==> src/rtl/mseq_brk_pkg.sv <==
package mseq_brk_pkg;
  localparam int NCOND  = 6;
  localparam int FRZ_LO = NCOND;
  localparam int LATCH_BIT = NCOND + 2;
  localparam int CTRL_W = NCOND + 3;

  localparam int EN_PC  = 0;
  localparam int EN_CH  = 1;
  localparam int EN_HSL = 2;
  localparam int EN_LSL = 3;
  localparam int EN_MRL = 4;
  localparam int EN_TDL = 5;

  typedef enum logic [1:0] {
    FRZ_NONE = 2'b00,
    FRZ_UCYC = 2'b01,
    FRZ_SLOT = 2'b10,
    FRZ_RSVD = 2'b11
  } frz_mode_e;

  typedef enum logic [1:0] {
    SEL_CTRL  = 2'd0,
    SEL_PCBP  = 2'd1,
    SEL_CHBP  = 2'd2,
    SEL_SPARE = 2'd3
  } cfg_sel_e;
endpackage

==> src/rtl/mseq_brk_regs.sv <==
module mseq_brk_regs
  import mseq_brk_pkg::*;
#(
  parameter int PC_W  = 9,
  parameter int CH_W  = 4,
  parameter int CFG_W = 16
) (
  input  logic             clk,
  input  logic             rst_n,
  input  logic             we,
  input  logic [1:0]       sel,
  input  logic [CFG_W-1:0] wdata,
  output logic [NCOND-1:0] en,
  output frz_mode_e        frz_mode,
  output logic             latch_all,
  output logic [PC_W-1:0]  pc_bp,
  output logic [CH_W-1:0]  ch_bp
);
  logic [CTRL_W-1:0] ctrl_q;
  logic unused_wdata;

  assign unused_wdata = ^wdata;

  always_ff @(posedge clk) begin
    if (!rst_n) begin
      ctrl_q <= '0;
      pc_bp  <= '0;
      ch_bp  <= '0;
    end else if (we) begin
      case (cfg_sel_e'(sel))
        SEL_CTRL: ctrl_q <= wdata[CTRL_W-1:0];
        SEL_PCBP: pc_bp  <= wdata[PC_W-1:0];
        SEL_CHBP: ch_bp  <= wdata[CH_W-1:0];
        default:  ;
      endcase
    end
  end

  assign en        = ctrl_q[NCOND-1:0];
  assign frz_mode  = frz_mode_e'(ctrl_q[FRZ_LO+1:FRZ_LO]);
  assign latch_all = ctrl_q[LATCH_BIT];
endmodule

==> src/rtl/mseq_brk_cond.sv <==
module mseq_brk_cond
  import mseq_brk_pkg::*;
#(
  parameter int PC_W = 9,
  parameter int CH_W = 4
) (
  input  logic [NCOND-1:0] en,
  input  logic [PC_W-1:0]  pc_bp,
  input  logic [CH_W-1:0]  ch_bp,
  input  logic [PC_W-1:0]  upc,
  input  logic [CH_W-1:0]  chan,
  input  logic             chan_wr,
  input  logic             state_start,
  input  logic             hsl,
  input  logic             lsl,
  input  logic             mrl,
  input  logic             tdl,
  output logic             hit_pc,
  output logic             hit_ch,
  output logic             hit_sr,
  output logic             hit_any
);
  localparam int NLATCH = NCOND - EN_HSL;

  logic [NCOND-1:0]  hit;
  logic [NLATCH-1:0] latch_in;

  assign latch_in = {tdl, mrl, lsl, hsl};

  assign hit[EN_PC] = en[EN_PC] && (upc == pc_bp);
  assign hit[EN_CH] = en[EN_CH] && (chan == ch_bp) && (state_start || chan_wr);

  for (genvar g = 0; g < NLATCH; g++) begin : g_latch
    assign hit[EN_HSL + g] = en[EN_HSL + g] && latch_in[g] && state_start;
  end

  assign hit_pc  = hit[EN_PC];
  assign hit_ch  = hit[EN_CH];
  assign hit_sr  = hit[EN_HSL] || hit[EN_LSL];
  assign hit_any = |hit;
endmodule

==> src/rtl/mseq_brk_status.sv <==
module mseq_brk_status (
  input  logic       clk,
  input  logic       rst_n,
  input  logic       hit_pc,
  input  logic       hit_ch,
  input  logic       hit_sr,
  input  logic       hit_any,
  input  logic       clr,
  output logic [3:0] stat
);
  logic bkpt_q, pcbk_q, chbk_q, srbk_q;

  always_ff @(posedge clk) begin
    if (!rst_n || clr) begin
      bkpt_q <= 1'b0;
      pcbk_q <= 1'b0;
      chbk_q <= 1'b0;
      srbk_q <= 1'b0;
    end else begin
      bkpt_q <= bkpt_q || hit_any;
      pcbk_q <= pcbk_q || hit_pc;
      chbk_q <= chbk_q || hit_ch;
      srbk_q <= srbk_q || hit_sr;
    end
  end

  assign stat = {srbk_q, chbk_q, pcbk_q, bkpt_q};

  assert_bkpt_set_R3: assert property (@(posedge clk) disable iff (!rst_n)
    (hit_any && !clr) |=> bkpt_q);
  assert_cause_needs_bkpt_R7: assert property (@(posedge clk) disable iff (!rst_n)
    (pcbk_q || chbk_q || srbk_q) |-> bkpt_q);
  assert_clear_all_R8: assert property (@(posedge clk) disable iff (!rst_n)
    clr |=> (stat == 4'b0000));
  assert_sticky_R8: assert property (@(posedge clk) disable iff (!rst_n)
    (bkpt_q && !clr) |=> bkpt_q);
endmodule

==> src/rtl/mseq_brk_freeze.sv <==
module mseq_brk_freeze
  import mseq_brk_pkg::*;
(
  input  logic      clk,
  input  logic      rst_n,
  input  frz_mode_e mode,
  input  logic      freeze,
  input  logic      ucycle_end,
  input  logic      slot_bound,
  input  logic      latch_all,
  input  logic      chan_wr,
  output logic      frz_req,
  output logic      cap_pin,
  output logic      cap_cond
);
  logic point_hit;

  always_comb begin
    case (mode)
      FRZ_UCYC: point_hit = ucycle_end;
      FRZ_SLOT: point_hit = slot_bound;
      default:  point_hit = 1'b0;
    endcase
  end

  always_ff @(posedge clk) begin
    if (!rst_n) begin
      frz_req  <= 1'b0;
      cap_pin  <= 1'b0;
      cap_cond <= 1'b0;
    end else begin
      frz_req  <= freeze && (frz_req || point_hit);
      cap_pin  <= chan_wr;
      cap_cond <= chan_wr && latch_all;
    end
  end

  assert_frz_drop_R10: assert property (@(posedge clk) disable iff (!rst_n)
    !freeze |=> !frz_req);
  assert_cond_with_pin_R11: assert property (@(posedge clk) disable iff (!rst_n)
    cap_cond |-> cap_pin);
endmodule

==> src/rtl/mseq_brk_ctrl.sv <==
module mseq_brk_ctrl
  import mseq_brk_pkg::*;
#(
  parameter int PC_W  = 9,
  parameter int CH_W  = 4,
  parameter int CFG_W = 16
) (
  input  logic             clk,
  input  logic             rst_n,
  input  logic             cfg_we,
  input  logic [1:0]       cfg_sel,
  input  logic [CFG_W-1:0] cfg_wdata,
  input  logic [PC_W-1:0]  upc_i,
  input  logic [CH_W-1:0]  chan_i,
  input  logic             chan_wr_i,
  input  logic             state_start_i,
  input  logic             hsl_i,
  input  logic             lsl_i,
  input  logic             mrl_i,
  input  logic             tdl_i,
  input  logic             ucycle_end_i,
  input  logic             slot_bound_i,
  input  logic             freeze_i,
  input  logic             bkpt_ack_i,
  output logic             halt_o,
  output logic             bkpt_o,
  output logic [3:0]       stat_o,
  output logic             frz_req_o,
  output logic             cap_pin_o,
  output logic             cap_cond_o
);
  logic [NCOND-1:0] en;
  frz_mode_e        frz_mode;
  logic             latch_all;
  logic [PC_W-1:0]  pc_bp;
  logic [CH_W-1:0]  ch_bp;
  logic             hit_pc, hit_ch, hit_sr, hit_any;

  mseq_brk_regs #(.PC_W(PC_W), .CH_W(CH_W), .CFG_W(CFG_W)) u_regs (
    .clk(clk), .rst_n(rst_n), .we(cfg_we), .sel(cfg_sel), .wdata(cfg_wdata),
    .en(en), .frz_mode(frz_mode), .latch_all(latch_all),
    .pc_bp(pc_bp), .ch_bp(ch_bp)
  );

  mseq_brk_cond #(.PC_W(PC_W), .CH_W(CH_W)) u_cond (
    .en(en), .pc_bp(pc_bp), .ch_bp(ch_bp), .upc(upc_i), .chan(chan_i),
    .chan_wr(chan_wr_i), .state_start(state_start_i),
    .hsl(hsl_i), .lsl(lsl_i), .mrl(mrl_i), .tdl(tdl_i),
    .hit_pc(hit_pc), .hit_ch(hit_ch), .hit_sr(hit_sr), .hit_any(hit_any)
  );

  mseq_brk_status u_status (
    .clk(clk), .rst_n(rst_n), .hit_pc(hit_pc), .hit_ch(hit_ch),
    .hit_sr(hit_sr), .hit_any(hit_any), .clr(bkpt_ack_i || freeze_i),
    .stat(stat_o)
  );

  mseq_brk_freeze u_freeze (
    .clk(clk), .rst_n(rst_n), .mode(frz_mode), .freeze(freeze_i),
    .ucycle_end(ucycle_end_i), .slot_bound(slot_bound_i),
    .latch_all(latch_all), .chan_wr(chan_wr_i),
    .frz_req(frz_req_o), .cap_pin(cap_pin_o), .cap_cond(cap_cond_o)
  );

  assign halt_o = stat_o[0];
  assign bkpt_o = stat_o[0];

  assert_halt_bkpt_R9: assert property (@(posedge clk) disable iff (!rst_n)
    halt_o == bkpt_o);
  assert_no_hit_unarmed_R6: assert property (@(posedge clk) disable iff (!rst_n)
    (en == '0 && stat_o == 4'b0000 && !cfg_we) |=> (stat_o == 4'b0000));
endmodule

==> config.mk <==
export PLATFORM = sky130hd
export DESIGN_NAME = mseq_brk_ctrl
export DESIGN_NICKNAME = d
export VERILOG_FILES = /design/src/rtl/mseq_brk_pkg.sv /design/src/rtl/mseq_brk_regs.sv /design/src/rtl/mseq_brk_cond.sv /design/src/rtl/mseq_brk_status.sv /design/src/rtl/mseq_brk_freeze.sv /design/src/rtl/mseq_brk_ctrl.sv
export SDC_FILE = /design/constraint.sdc
export NUM_CORES = 1
export LEC_CHECK = 0
export CORE_UTILIZATION = 30
export CTS_BUF_LIST = sky130_fd_sc_hd__clkbuf_4
export DETAILED_ROUTE_END_ITERATION = 8
export MAX_ROUTING_LAYER = met4
export PLACE_DENSITY = 0.56
export SYNTH_ARGS = -nofsm -noshare
export SYNTH_HDL_FRONTEND = slang
export SYNTH_SLANG_ARGS = --single-unit
==> constraint.sdc <==
create_clock -name clk -period 1.7 [get_ports clk]
set_clock_uncertainty 0.1 [all_clocks]
set_input_delay 0.34 -clock clk [delete_from_list [all_inputs] [get_ports clk]]
set_output_delay 0.34 -clock clk [all_outputs]
set_load 0.05 [all_outputs]
==> results of run 1 <==
[path summary, 6_finish.rpt]
check,depth (start not counted),slack [ns],endpoint
setup reg to reg,4,0.43,u_status.bkpt_q
hold reg to reg,1,0.39,u_status.pcbk_q
setup / recovery,1,0.25,halt_o
hold / removal,1,0.39,u_status.pcbk_q
[cell usage in the layout, fill, tap and decap left out, types with 3 or more instances in the layout]
cell type and n:
clkdlybuf4s50_1 36, dfxtp_1 29, nor2b_1 23, mux2i_1 20, buf_4 13, xnor2_1 10, clkbuf_4 6, buf_12 5
nor2_1 3, o21a_1 3, xor2_1 3
[final cells by class]
class	count	area (µm²)
fillers	394	2160
multi-input cells	84	661
flip-flops and latches	29	581
repair buffers	54	558
well taps	50	62.6
clock buffers	6	45.0
clock inverters	2	10.0
inverters	2	7.51
[metrics by stage]
| step | TNS (ns) | instance area (µm²) | power [µW] | instances |
|---|---|---|---|---|
| 2_1_floorplan | 0 | 1310 | 817 | 124 |
| 3_3_place_gp | -0.0219 | 1870 | 945 | 219 |
| 3_5_place_dp | -0.0669 | 1870 | 950 | 219 |
| 4_1_cts | 0 | 1920 | 1380 | 227 |
| 5_1_grt | 0 | 1920 | 1420 | 227 |
| 6_report | 0 | 1920 | 1350 | 227 |
[power by group]
group          switching (µW)  total (µW)  internal, µW
clock                     248         421           173
sequential               12.4         711           699
combinational            77.8         221           143
[kinds of logic after synthesis]
group / after synthesis / synth area share [%]
flip-flops: 29 / 44.2
AO/OA/AOI/OAI: 12 / 6.96
adder cells (fa/ha/maj): 2 / 1.91
multiplexers: 20 / 15.3
AND/OR/NAND/NOR: 37 / 17.5
XOR/XNOR: 13 / 8.67
buffers and inverters: 11 / 5.43
[metal layers]
layer / global-route usage [%] / wire, µm / up-vias / part of all wire [%]
met5: - / 0 / - / 0
met4: 6.25 / 51 / 0 / 1.8
met3: 5.00 / 194 / 5 / 6.7
met2: 23.3 / 1310 / 33 / 45
met1: 17.5 / 1360 / 464 / 47
li1: - / - / 520 / -
[cells in the mapped netlist (all sizes together) (3+ instances only)]
library cell	count
buf	7
dfxtp	29
mux2i	20
nor2	3
nor2b	23
o21a	3
xnor2	10
xor2	3
[state kept, by name, indices dropped and copies added (netlist names)]
signal             count
u_freeze.cap_cond      1
u_status.srbk_q        1
u_freeze.frz_req       1
u_regs.ch_bp           4
u_status.chbk_q        1
u_regs.pc_bp           9
u_status.pcbk_q        1
u_regs.ctrl_q          9
u_status.bkpt_q        1
u_freeze.cap_pin       1
==> flow_summary.toml, run 1 <==
[routing]
remaining_drc_errors = 0
vias = 1022
drt-initial-drc-count = 23
viasPerCell = 4.50
routed_wl_um = 2910
drtAntennaViolNets = 0
drt-wirelength-per-cell_um = 12.8
dr.pass1.iters = 3

[cts]
cts_buffers = 5
cts.sinks = 29
cts_hold_buffers = 0
cts_tree = "built"
post-cts-setup-buffers = 0
ctsResizeCount = 0
root_buffer = "clkbuf_4"
cts_max_path_buffers = 2
h-tree-depth = 2
clk_latency_ns = 0.33
cts.clk_slew.worst_paths_ns = 0.09

[worst_hold_path]
hp-start = "u_status.pcbk_q"
hold_path.class = "reg -> reg"

[worst_setup_path]
slowest_delay_ns = 0.51
critical_path.top_delay_family = "flip-flops"
crit_slowest_cell = "dfxtp_1"
cp_max_fo = 4
cp-start-kind = "flop"
cp_cell_sequence = "buf_12"
crit_start = "u_status.bkpt_q"
path_buf_inv = 1
cp.required_ns = 1.26
critical_path_class = "reg -> out"
r2r-start = "u_regs.ctrl_q[2]"
cp-end-kind = "output port"
cp.arrival_ns = 1.01

[die]
io_pins = 53
die_w_um = 68.1
rows = 23
initial_utilization_pct = 32.1
die-area_mm2 = 0.00464
core_mm2 = 0.00409
die_h_um = 68.1

[placed_design]
gp_congestion = 0.734
place_ws_ns = -0.0215
dp_hpwl_um = 2290
portBuffers = 45

[yosys]
synth_edf_count = 0
ys_types = 28
syn-num-nets = 170
netlist_top_cells_area = "dfxtp_1, mux2i_1, nor2b_1, xnor2_1, buf_4"
yosys.area.top_type = "dfxtp_1"
seq_area_frac_synth_pct = 44.2
ys_warn_count = 0
syn-instance-count = 124
ys_ff_latch = 29
synth.cell_area_mm2 = 0.00131
avgSynthCellArea_um2 = 10.6
synth_top_area_share_pct = 44.2
synthArstFlopShare_pct = 0
synth_ff_type = "dfxtp_1"

[global_route]
grt_pass1_wl_um = 4710
grt_pass1_vias = 1023
antenna_found_initial = 0
grtUsageTotal_pct = 15.0
grt-ovfl-total = 0
grt_max_degree = 26

[sta]
setup_ws_ns = 0.248
relSlewSlack_pct = 79.3
fin_hold_ws_ns = 0.387
fin_crit_ns = 1.45
period_share_pct = 85.4
max_clock_freq_ghz = 0.689
drv_slew = 0
final_hold_viol_count = 0
rsz0062_at_grt = "false"
finalSetupViolCount = 0
worstMarginPinSlew_ns = 0.310

[pwr]
power_density_mw_per_mm2 = 703
ir_drop_v = 0.000358
power.leakage_uw = 0.000801

[final_layout]
final_nets = 222
antenna_cells = 0
layout-area-overhead-vs-synth_pct = 46.6
layout-drive-gt1-share_pct = 15.3
postLayoutCoreUtil_pct = 47.1

[status]
status = "complete, no violations"

[run]
drv_cap = 0
Power figures use the tool's default switching activity.
==> inputs of run 2 (changes only) <==
==> constraint.sdc (replaced) <==
create_clock -name clk -period 1.7 [get_ports clk]
set_clock_uncertainty 0.1 [all_clocks]
set_input_delay 0.255 -clock clk [delete_from_list [all_inputs] [get_ports clk]]
set_output_delay 0.255 -clock clk [all_outputs]
set_load 0.05 [all_outputs]
==> run 2 against run 1 <==
  * Critical path depth grew 4
  * Sequential share of layout area grew 1.1 points
  * Sequential power is essentially flat
  * First-iteration DRC count grew 52%
  * Sequential cell count is the same
  * Fmax grew 10%
  * Register-to-register slack lost 0.03 ns
  * Setup slack gained 0.13 ns
  * Non-clock buffer count shrank 4
  * Critical path type is now in -> reg
  * Critical endpoint is now u_status.bkpt_q
==> flow_summary.toml, run 2 (synthesis results as in run 1) <==
[status]
status = "complete, no violations"

[final_layout]
final_nets = 218
layout-drive-gt1-share_pct = 12.7
layout_commonest_cell = "clkdlybuf4s50_1"
top_regs = "u_regs.ctrl_q x9, u_regs.pc_bp x9, u_regs.ch_bp x4"
mostFrequentLayoutCells = "clkdlybuf4s50_1, dfxtp_1, nor2b_1"
antenna_cells = 0
fin_area_mm2 = 0.00186
layout-area-overhead-vs-synth_pct = 41.5

[cts]
cts_tree = "built"
post-cts-setup-buffers = 0
clk_latency_ns = 0.33
cts_buffers = 5
root_buffer = "clkbuf_4"
ctsResizeCount = 0
cts.sinks = 29
cts_hold_buffers = 0
cts.clk_slew.worst_paths_ns = 0.10
h-tree-depth = 2
cts_max_path_buffers = 2

[pwr]
p_sw_share_pct = 24.8
ir_drop_v = 0.000286
p_clk_share_pct = 30.0
switchingPower_uw = 328
power_density_mw_per_mm2 = 710
p_int_uw = 991
comb_power_share_pct = 16.1
seq_power_share_pct = 53.9
power.leakage_uw = 0.000770

[die]
initial_utilization_pct = 32.1
rows = 23
io_pins = 53
core_mm2 = 0.00409
die_w_um = 68.1
die_h_um = 68.1
die-area_mm2 = 0.00464

[routing]
remaining_drc_errors = 0
dr.pass1.iters = 4
drtAntennaViolNets = 0
vias = 1036
drt-initial-drc-count = 35
drt-wirelength-per-cell_um = 12.6
viasPerCell = 4.65
routed_wl_um = 2800

[sta]
drv_slew = 0
relSlewSlack_pct = 78.5
final_hold_viol_count = 0
setup_ws_ns = 0.380
rsz0062_at_grt = "false"
period_share_pct = 77.7
fin_crit_ns = 1.32
setup_tns_ns = 0
finalSetupViolCount = 0
worstMarginPinSlew_ns = 0.319
max_clock_freq_ghz = 0.757

[placed_design]
portBuffers = 45
dp_hpwl_um = 2180
gp_congestion = 0.719
place_ws_ns = 0.0198
placed_cell_area_mm2 = 0.00180

[worst_setup_path]
cp_max_fo = 2
cp-start-kind = "input pin"
cp.required_ns = 1.83
critical_path_class = "in -> reg"
cp.arrival_ns = 1.45
critical_path.top_delay_family = "compound AO/OA/AOI/OAI gates"
slowest_delay_ns = 0.41
path_buf_inv = 1
cp-end-kind = "flop"
crit_slowest_cell = "clkdlybuf4s50_1"
cp_cell_sequence = "clkdlybuf4s50_1 -> a22oi_1 -> nor2b_1 -> a211o_1 -> o31a_1"

[worst_hold_path]
hold_path.class = "reg -> reg"

[global_route]
grtUsageTotal_pct = 14.4
grt_pass1_vias = 1001
antenna_found_initial = 0
grt-ovfl-total = 0
grt_pass1_wl_um = 4570
grt_max_degree = 26

[run]
drv_cap = 0
==> run 2: cell count changes in the layout (fill, tap and decap cells not counted) <==
cell / previous run / this run
buf_12: 5 / 2
buf_4: 13 / 12
clkbuf_4: 6 / 5
clkinv_1: 0 / 1
clkinv_2: 2 / 1
clkinv_4: 0 / 1
==> run 2: path summary, 6_finish.rpt <==
check | from | end | slack [ns] | cells past startpoint
setup / recovery | hsl_i | u_status.bkpt_q | 0.38 | 5
hold / removal | u_status.srbk_q | u_status.srbk_q | 0.37 | 1
setup reg to reg | u_regs.ctrl_q[2] | u_status.bkpt_q | 0.40 | 4
hold reg to reg | u_status.srbk_q | u_status.srbk_q | 0.37 | 1
==> run 2: metal layers <==
layer / vias to the layer above / GRT usage (%) / part of all wire [%]
met3: 5 / 5.50 / 6.1
met1: 484 / 17.4 / 47
met4: 0 / 7.03 / 1.6
met2: 34 / 20.6 / 45
li1: 513 / - / -
met5: - / - / 0
==> run 2: cell type report <==
| class | instances | area [µm²] |
|---|---|---|
| Fill cell | 412 | 2230 |
| Inverter | 2 | 7.51 |
| Clock inverter | 3 | 17.5 |
| Multi-Input combinational cell | 84 | 661 |
| Tap cell | 50 | 62.6 |
| Clock buffer | 5 | 37.5 |
| Timing Repair Buffer | 50 | 490 |
| Sequential cell | 29 | 581 |
==> run 2: worst reg2reg max path: stages (launching register included) <==
cell,delay [ns]
dfxtp_1,0.33
a22oi_1,0.18
nor2b_1,0.09
a211o_1,0.27
o31a_1,0.23
==> run 2: through the flow <==
stage | instances | power [µW] | hold WS [ns] | util, %
2_1_floorplan | 124 | 817 | 0.277 | -
3_3_place_gp | 215 | 938 | 0.351 | 44.1
3_5_place_dp | 215 | 941 | 0.358 | 44.1
4_1_cts | 223 | 1350 | 0.382 | 45.4
5_1_grt | 223 | 1400 | 0.410 | 45.4
6_report | 223 | 1320 | 0.375 | 45.4
==> run 2: power groups by stage <==
| stage | combinational, µW | clock [µW] | sequential, µW |
|---|---|---|---|
| global route | 230 | 460 | 714 |
| global placement | 212 | 0 | 726 |
| floorplan | 86.9 | 0 | 730 |
| detailed placement | 215 | 0 | 727 |
| finish | 213 | 396 | 711 |
| CTS | 215 | 422 | 711 |
==> inputs of run 3 (changes only) <==
Settings changed: PLACE_DENSITY 0.56 to 0.58.
Clock period 1.7 ns to 1.1 ns, I/O delays scaled along.
==> run 3 against run 2 <==
  * The run now ends with setup timing left
  * Final area grew 18%
  * Global-route usage grew 1.3 points
  * Non-clock buffer count grew 14
  * Largest cell class unchanged
  * Critical path depth is the same
  * Clock power grew 55%
  * Critical endpoint unchanged
  * Via count grew 3.6%
  * Combinational power grew 86%
  * Core utilization grew 8.0 points
  * Critical path type is now reg -> reg
  * Clock-buffer cell count grew 1
  * Sequential share of layout area shrank 3.5 points
  * Highest routed layer unchanged
  * Hold slack lost 0.026 ns
==> flow_summary.toml, run 3 (synthesis results as in run 1) <==
[worst_setup_path]
cp.required_ns = 1.22
cp-end-kind = "flop"
cp_max_fo = 2
rrSetupSlack_ns = -0.14
cp-start-kind = "flop"
r2r-end = "u_status.bkpt_q"
r2r-start = "u_regs.ch_bp[0]"
reg2regPathDepth = 5
cp.arrival_ns = 1.36
critical_path_class = "reg -> reg"

[final_layout]
fin_area_mm2 = 0.00218
layout-area-overhead-vs-synth_pct = 66.4
top_regs = "u_regs.ctrl_q x9, u_regs.pc_bp x9, u_regs.ch_bp x4"
layout_commonest_cell = "clkdlybuf4s50_1"
antenna_cells = 0
layout-drive-gt1-share_pct = 36.6
layoutNonFillerInstCount = 236
mostFrequentLayoutCells = "clkdlybuf4s50_1, nor2b_1, mux2i_1"
final_nets = 232

[routing]
vias = 1073
routed_wl_um = 3220
drt-initial-drc-count = 16
viasPerCell = 4.55
dr.pass1.iters = 4
remaining_drc_errors = 0
drtAntennaViolNets = 0
drt-wirelength-per-cell_um = 13.6

[global_route]
grt_max_degree = 26
grtUsageTotal_pct = 15.6
grt_pass1_vias = 1100
grt-ovfl-total = 0
grt_pass1_wl_um = 4940
antenna_found_initial = 0

[cts]
cts_max_path_buffers = 2
clk_latency_ns = 0.33
cts_hold_buffers = 0
h-tree-depth = 2
cts.clk_slew.worst_paths_ns = 0.08
root_buffer = "clkbuf_4"
cts_tree = "built"
cts.sinks = 29
cts_buffers = 5

[worst_hold_path]
hold_depth = 2
hold_path_end = "u_freeze.frz_req"
hp-start = "freeze_i"
hold_path.class = "in -> reg"

[placed_design]
placed_cell_area_mm2 = 0.00200
dp_hpwl_um = 2320
portBuffers = 45
gp_congestion = 0.767
placedCellCount = 225

[status]
violations = "setup timing"
status = "finished, violations left"

[sta]
rsz0062_at_grt = "true"
max_clock_freq_ghz = 0.806
finalSetupViolCount = 7
worstMarginPinSlew_ns = 0.308
setup_ws_ns = -0.141
period_share_pct = 113
drv_slew = 0
relSlewSlack_pct = 79.4
fin_hold_ws_ns = 0.349
fin_crit_ns = 1.24
final_hold_viol_count = 0

[pwr]
ir_drop_v = 0.000694
total_power_uw = 2110
power_density_mw_per_mm2 = 967
power.leakage_uw = 0.000910

[run]
drv_cap = 0

[die]
core_mm2 = 0.00409
die-area_mm2 = 0.00464
io_pins = 53
initial_utilization_pct = 32.1
rows = 23
die_w_um = 68.1
die_h_um = 68.1
==> run 3: cell count changes in the layout (fill, tap and decap cells not counted), moves of 3 or more <==
cell	before	now
dfxtp_1	29	10
xnor2_1	10	5
buf_12	2	11
dfxtp_2	0	18
xnor2_2	0	5
clkdlybuf4s50_1	36	33
==> run 3: cell type report <==
cell class / instances / area, µm²
timing repair buffer: 64 / 724
multi-input combinational: 84 / 734
tap: 50 / 62.6
inverter: 2 / 7.51
fill: 356 / 1900
sequential: 29 / 607
clock inverter: 1 / 3.75
clock buffer: 6 / 45.0
==> run 3: layer usage <==
metal / share of wire [%] / routed length [µm] / vias up / global-route usage [%]
met5: 0 / 0 / - / -
met4: 2.1 / 68 / 0 / 8.59
met3: 5.7 / 184 / 8 / 4.50
met2: 49 / 1570 / 32 / 25.7
met1: 43 / 1400 / 493 / 16.8
li1: - / - / 540 / -
==> run 3: timing repair <==
item                                    4_1_cts  5_1_grt
resized for setup                            15       24
endpoints found under the setup margin       36       21
endpoints found under the hold margin         0        0
buffers inserted                              2        1
pin swaps                                     5       11
cloned                                        1        0
==> run 3: where the power goes <==
part	leakage [µW]	total, µW	switching (µW)	internal, µW
Combinational	0.000636	396	139	257
Clock	0.0000292	612	356	256
Sequential	0.000245	1100	23.1	1080
==> run 3: worst max-delay path by stage <==
stage               depth (start not counted)              from  slack (ns)              end
floorplan                                   3  u_regs.ctrl_q[4]       -0.09  u_status.bkpt_q
global placement                            4             mrl_i       -0.44  u_status.bkpt_q
detailed placement                          4             mrl_i       -0.45  u_status.bkpt_q
CTS                                         5   u_regs.ch_bp[0]       -0.15  u_status.bkpt_q
global route                                5   u_regs.ch_bp[0]       -0.21  u_status.bkpt_q
finish                                      5   u_regs.ch_bp[0]       -0.14  u_status.bkpt_q
==> run 3: through the flow <==
stage	setup slack [ns]	utilization, %	TNS (ns)
4_1_cts	-0.151	51.7	-0.684
3_5_place_dp	-0.450	48.8	-10.50
6_report	-0.141	53.5	-0.554
3_3_place_gp	-0.438	48.8	-9.91
2_1_floorplan	-0.0942	-	-0.112
5_1_grt	-0.205	53.5	-1.02
==> run 3: critical path, cell delays in order (launching register included) <==
cell and delay [ns]:
dfxtp_2 0.34, xnor2_2 0.13, o211ai_1 0.09, nor4_1 0.06
buf_4 0.13, o31a_1 0.28
